## config.mk

```make
export PLATFORM = sky130hd
export DESIGN_NAME = pswallow_div
export DESIGN_NICKNAME = d
export VERILOG_FILES = /design/src/rtl/pswd_pkg.sv /design/src/rtl/pswd_prescaler.sv /design/src/rtl/pswd_swallow.sv /design/src/rtl/pswd_main.sv /design/src/rtl/pswallow_div.sv
export SDC_FILE = /design/constraint.sdc
export NUM_CORES = 1
export LEC_CHECK = 0
export BUFFER_PORTS_ARGS = -buffer_cell sky130_fd_sc_hd__buf_2
export CORE_ASPECT_RATIO = 0.8
export CORE_UTILIZATION = 42
export CTS_BUF_LIST = sky130_fd_sc_hd__clkbuf_8
export DETAILED_ROUTE_END_ITERATION = 8
export GPL_ROUTABILITY_DRIVEN = 0
export GPL_TIMING_DRIVEN = 0
export SLEW_MARGIN = 15
export SYNTH_ARGS = -nofsm -noshare
export SYNTH_HDL_FRONTEND = slang
export SYNTH_HIERARCHICAL = 1
export SYNTH_SLANG_ARGS = --single-unit
```

## constraint.sdc

```tcl
create_clock -name clk -period 5.4 [get_ports clk]
set_input_delay 0.27 -clock clk [delete_from_list [all_inputs] [get_ports clk]]
set_output_delay 0.27 -clock clk [all_outputs]
set_load 0.02 [all_outputs]
```

## src/rtl/pswd_pkg.sv

```systemverilog
package pswd_pkg;

  typedef enum logic {
    MODC_BASE    = 1'b0,
    MODC_SWALLOW = 1'b1
  } modc_e;

  // Base prescaler ratio selected by the modulus-select bit.
  function automatic int unsigned base_ratio(input logic sel,
                                             input int unsigned lo,
                                             input int unsigned hi);
    return sel ? lo : hi;
  endfunction

endpackage

```

## src/rtl/pswd_prescaler.sv

```systemverilog
// Two-modulus prescaler model: counts a cycle of len_m1+1 clocks and
// flags its final clock with pulse.
module pswd_prescaler #(
  parameter int unsigned PC_W = 8
) (
  input  logic            clk,
  input  logic            rst_n,
  input  logic            reload,
  input  logic [PC_W-1:0] len_m1,
  output logic            pulse
);

  logic [PC_W-1:0] cnt_q;

  always_ff @(posedge clk or negedge rst_n) begin
    if (!rst_n) begin
      cnt_q <= '0;
    end else if (reload) begin
      cnt_q <= len_m1;
    end else if (cnt_q != '0) begin
      cnt_q <= cnt_q - 1'b1;
    end
  end

  assign pulse = (cnt_q == '0);

endmodule

```

## src/rtl/pswd_swallow.sv

```systemverilog
// Swallow counter: counts prescaler cycles still to run at P+1.
module pswd_swallow #(
  parameter int unsigned SW_W = 7
) (
  input  logic            clk,
  input  logic            rst_n,
  input  logic            load,
  input  logic [SW_W-1:0] load_val,
  input  logic            step,
  output logic            nz_next
);

  logic [SW_W-1:0] cnt_q;
  logic [SW_W-1:0] cnt_d;

  always_comb begin
    cnt_d = cnt_q;
    if (load) begin
      cnt_d = load_val;
    end else if (step && (cnt_q != '0)) begin
      cnt_d = cnt_q - 1'b1;
    end
  end

  always_ff @(posedge clk or negedge rst_n) begin
    if (!rst_n) cnt_q <= '0;
    else        cnt_q <= cnt_d;
  end

  assign nz_next = (cnt_d != '0);

endmodule

```

## src/rtl/pswd_main.sv

```systemverilog
// Main counter: counts prescaler cycles left in the output period.
// A load of 0 or 1 both mean a single prescaler cycle.
module pswd_main #(
  parameter int unsigned MN_W = 11
) (
  input  logic            clk,
  input  logic            rst_n,
  input  logic            load,
  input  logic [MN_W-1:0] load_val,
  input  logic            step,
  output logic            last
);

  logic [MN_W-1:0] cnt_q;

  always_ff @(posedge clk or negedge rst_n) begin
    if (!rst_n) begin
      cnt_q <= '0;
    end else if (load) begin
      cnt_q <= load_val;
    end else if (step) begin
      cnt_q <= cnt_q - 1'b1;
    end
  end

  assign last = (cnt_q[MN_W-1:1] == '0);

endmodule

```

## src/rtl/pswallow_div.sv

```systemverilog
module pswallow_div #(
  parameter int unsigned SW_W  = 7,
  parameter int unsigned MN_W  = 11,
  parameter int unsigned P_LO  = 64,
  parameter int unsigned P_HI  = 128,
  parameter int unsigned N_MIN = 5
) (
  input  logic            clk,
  input  logic            rst_n,
  input  logic [SW_W-1:0] swallow_a,
  input  logic [MN_W-1:0] main_n,
  input  logic            mod_sel,
  output logic            mod_ctl,
  output logic            fp_pulse,
  output logic            cfg_err
);
  import pswd_pkg::*;

  localparam int unsigned PC_W = $clog2(P_HI + 1);
  localparam logic [PC_W-1:0] LO_R = PC_W'(P_LO);
  localparam logic [PC_W-1:0] HI_R = PC_W'(P_HI);
  localparam logic [MN_W-1:0] NMIN_V = MN_W'(N_MIN);

  logic            primed_q;
  logic            pmode_q;
  modc_e           modc_q;
  logic            fp_q;
  logic            err_q;

  logic            pre_pulse;
  logic            last;
  logic            sw_nz_next;
  logic            boundary;
  logic            step;
  logic            reload;
  logic [PC_W-1:0] base_nxt;
  logic [PC_W-1:0] len_m1;
  logic            bad_cfg;

  assign boundary = !primed_q || (pre_pulse && last);
  assign step     = primed_q && pre_pulse && !last;
  assign reload   = boundary || pre_pulse;

  always_comb begin
    if (boundary) base_nxt = PC_W'(base_ratio(mod_sel, P_LO, P_HI));
    else          base_nxt = pmode_q ? LO_R : HI_R;
    len_m1 = sw_nz_next ? base_nxt : base_nxt - 1'b1;
  end

  assign bad_cfg = (main_n < NMIN_V) || ({{(MN_W-SW_W){1'b0}}, swallow_a} >= main_n);

  pswd_prescaler #(.PC_W(PC_W)) u_pre (
    .clk    (clk),
    .rst_n  (rst_n),
    .reload (reload),
    .len_m1 (len_m1),
    .pulse  (pre_pulse)
  );

  pswd_swallow #(.SW_W(SW_W)) u_swl (
    .clk      (clk),
    .rst_n    (rst_n),
    .load     (boundary),
    .load_val (swallow_a),
    .step     (step),
    .nz_next  (sw_nz_next)
  );

  pswd_main #(.MN_W(MN_W)) u_main (
    .clk      (clk),
    .rst_n    (rst_n),
    .load     (boundary),
    .load_val (main_n),
    .step     (step),
    .last     (last)
  );

  always_ff @(posedge clk or negedge rst_n) begin
    if (!rst_n) begin
      primed_q <= 1'b0;
      pmode_q  <= 1'b0;
      modc_q   <= MODC_BASE;
      fp_q     <= 1'b0;
      err_q    <= 1'b0;
    end else begin
      primed_q <= 1'b1;
      fp_q     <= primed_q && pre_pulse && last;
      if (boundary) begin
        pmode_q <= mod_sel;
        if (bad_cfg) err_q <= 1'b1;
      end
      if (reload) modc_q <= sw_nz_next ? MODC_SWALLOW : MODC_BASE;
    end
  end

  assign mod_ctl  = (modc_q == MODC_SWALLOW);
  assign fp_pulse = fp_q;
  assign cfg_err  = err_q;

endmodule

```

==> metrics <==
syn_nets=approximately 250; clock tree root driver cell=clkbuf_8; Primary FF master, synth=dfrtp_1; Hold WC Path Type=primary input to asynchronous set/reset pin; register area share after synthesis=38.0%; Initial Util=between 40% and 50%; worst path cell trace=inv_1 > ha_1 > or3b_1 > clkbuf_2 > nor2_1 > nand2_1 > nor2_1 > nor4b_2 > o21ai_1 > a31o_1 > or4_1 > or4_1 > inv_1 > nor2_1 > a221oi_1; GRT overflow=0; final setup fails=0; IO Count=24; maximum fanout along the worst path=11; count of final hold-check violations=0; CTS tree=yes; WL/cell=about 14 µm; Antenna Nets Post-Route=0; kind of critical path=register to register; Layout Area Growth over Synthesis=12.9%; CTS max path bufs=2; largest net degree at the start of global routing=32; final worst path period share=between 80% and 90%; Buf/Inv on CP=3; synthesized area=2040 µm²; number of max-cap violations=0; element type at the critical path end=register; max-slew violation count=0; Layout Skew=0.00373 ns; Clk pin slew, worst setup/hold paths=0.06 ns; Port Buf Inserts=23; Synth Instances=approximately 220; gr usage total=between 10% and 20%; Worst path slowest cell=nor2_1; Antenna Diode Count=0; DIE WIDTH=between 70 and 80 µm; setup TNS=0 ns; CP delay by family, top=simple AND/OR/NAND/NOR gates; Min Hold Slack=0.0331 ns; CTS resizes=0; CP Data Arrival Time=between 4 and 5 ns; actual slew at the worst max-slew pin=0.691 ns; Synth Area per Inst=approximately 9.2 µm²; synthesized flop and latch total=31; static leakage=slightly below 1 nW; worst skew pair latency=approximately 0.28 ns; Async SR Flop Fraction=100%; post-route DRC violation count=0; drt total wl=about 4.3 mm; Max VDD drop=about 140 µV; multi-input combinational cell area=about 1200 µm²; post-CTS setup buffers=0; hpwl dp=about 3.2 mm; Vias=approximately 1700; Final Net Count=284; first-pass GRT wire length=~7.5 mm; status=finished clean; Die ar.=5140 µm²; Critical Path Start Type=register; Distinct cells, synth=roughly 60; # H-tree levels=2; Synth warnings=6; Fillers=460; Num CTS Buffers=5; CP peak stage delay=~0.52 ns; vias in the first global route=~1600; Detailed Routing Iterations Pass 1=4; DR vias/cell=5.42; initial DRC count=~110; PwrDens=between 300 and 400 nW/µm²; DIE HEIGHT=roughly 64 µm; fin crit period=roughly 4.6 ns; CP required=about 5.6 ns; Worst slew margin=a little over half; layout cells sized above 1=about a fifth; max frequency=roughly 220 MHz; RSZ-0062 raised after global routing=no; EDFF count, synth=0; # rows=22; register area=776 µm²; Sink Count=31; Placeable Area=4620 µm²; Most Frequent Cell on Critical Path=nor2_1; CTS hold repair buffers=0; initial antenna violation count=0
state kept, by name, indices dropped and copies added, names as in the netlist:
| name | cells |
|---|---|
| cfg_err | 1 |
| u_main/cnt_q | 11 |
| mod_ctl | 1 |
| u_swl/cnt_q | 7 |
| fp_pulse | 1 |
| primed_q | 1 |
| pmode_q | 1 |
| u_pre/cnt_q | 8 |
per-stage QoR:
stage | setup slack [ns] | cells | util, % | cell area (µm²) | total power [W]
final | 0.781 | 311 | 49.8 | 2300 | 0.000693
after global routing | 0.356 | 311 | 49.8 | 2300 | 0.000751
after CTS | 0.768 | 311 | 49.8 | 2300 | 0.000701
after detailed placement | 0.806 | 305 | 48.2 | 2230 | 0.000531
after global placement | 0.819 | 305 | 48.2 | 2230 | 0.000531
after floorplan | 1.51 | 222 | - | 2040 | 0.000472
report_power, final:
group          internal, W  total (W)  leakage (nW)  switching, W
logic            0.0000952   0.000206         0.579      0.000111
registers         0.000272   0.000322         0.373     0.0000506
clock network    0.0000838   0.000164        0.0413     0.0000806
total             0.000451   0.000693         0.993      0.000242
cell families (layout without fill, tap and decap cells):
| family | after synthesis | in the layout | synth area share, % |
|---|---|---|---|
| multiplexers | 4 | 4 | 2.33 |
| other | 1 | 1 | 0.184 |
| buffers and inverters | 24 | 53 | 5.15 |
| XOR/XNOR | 12 | 12 | 5.15 |
| AND/OR/NAND/NOR | 90 | 90 | 26.3 |
| AO/OA/AOI/OAI | 49 | 49 | 16.1 |
| flip-flops | 31 | 31 | 38.0 |
| adder cells (fa/ha/maj) | 11 | 11 | 6.74 |
cell type report:
cell class | count | share of cell area [%]
Inverter | 18 | 2.93
Tap cell | 60 | 3.26
Multi-Input combinational cell | 167 | 50.4
Buffer | 6 | 1.63
Clock buffer | 5 | 2.99
Timing Repair Buffer | 23 | 5.00
Sequential cell | 31 | 33.7
Clock inverter | 1 | 0.163
Yosys cell counts (2+ instances only):
| library cell | number | share of area (%) |
|---|---|---|
| a21boi_0 | 2 | 0.74 |
| a21oi_1 | 7 | 1.7 |
| a31o_1 | 2 | 0.86 |
| clkbuf_1 | 2 | 0.37 |
| dfrtp_1 | 31 | 38 |
| ha_1 | 11 | 6.7 |
| inv_1 | 18 | 3.3 |
| mux2_2 | 3 | 1.7 |
| nand2_1 | 29 | 5.3 |
| nand2b_1 | 3 | 0.92 |
| nand3_1 | 3 | 0.74 |
| nand4_1 | 3 | 0.92 |
| nor2_1 | 11 | 2.0 |
| nor2b_1 | 2 | 0.61 |
| nor3_1 | 8 | 2.0 |
| nor3b_1 | 3 | 1.1 |
| nor4_1 | 5 | 1.5 |
| o211ai_1 | 2 | 0.74 |
| o21ai_0 | 13 | 3.2 |
| o21ai_1 | 4 | 0.98 |
| o31a_1 | 3 | 1.3 |
| o31ai_1 | 3 | 1.1 |
| or2_2 | 2 | 0.61 |
| or3_1 | 2 | 0.61 |
| or4_1 | 4 | 1.5 |
| xnor2_1 | 7 | 3.0 |
| xor2_1 | 5 | 2.1 |
final timing paths:
kind                       slack, ns         endpoint            from  cells past startpoint
max                             0.78   u_pre/cnt_q[5]  u_pre/cnt_q[0]                     15
min                             0.03   u_pre/cnt_q[4]           rst_n                      1
max reg2reg                     0.78   u_pre/cnt_q[5]  u_pre/cnt_q[0]                     15
min reg2reg                     0.49          cfg_err         cfg_err                      1
max in group asynchronous       4.92  u_main/cnt_q[7]           rst_n                      1
min in group clk                0.21  u_main/cnt_q[9]       main_n[9]                      3
worst reg2reg max path, cell delays in order, from the launching register on:
cell and delay (ns):
dfrtp_1 0.42, inv_1 0.09, ha_1 0.22, or3b_1 0.35, clkbuf_2 0.16, nor2_1 0.31
nand2_1 0.09, nor2_1 0.52, nor4b_2 0.51, o21ai_1 0.13, a31o_1 0.21, or4_1 0.52
or4_1 0.47, inv_1 0.24, nor2_1 0.06, a221oi_1 0.21
placed cells by master (no fill, tap or decap), types with 2 or more instances in the layout:
master and instances:
a21boi_0 2, a21oi_1 7, a31o_1 2, buf_2 24, clkbuf_1 2, clkbuf_8 5
dfrtp_1 31, ha_1 11, inv_1 19, mux2_2 3, nand2_1 29, nand2b_1 3
nand3_1 3, nand4_1 3, nor2_1 11, nor2b_1 2, nor3_1 8, nor3b_1 3
nor4_1 5, o211ai_1 2, o21ai_0 13, o21ai_1 4, o31a_1 3, o31ai_1 3
or2_2 2, or3_1 2, or4_1 4, xnor2_1 7, xor2_1 5
metal layers:
metal | wire [µm] | up-vias | global-route usage (%)
met5 | 0 | - | 0
met4 | 24 | 0 | 5.36
met3 | 210 | 2 | 6.57
met2 | 1810 | 45 | 27.9
met1 | 2270 | 780 | 28.1
li1 | - | 859 | -
Note: power is estimated with default switching activity, not from simulation.
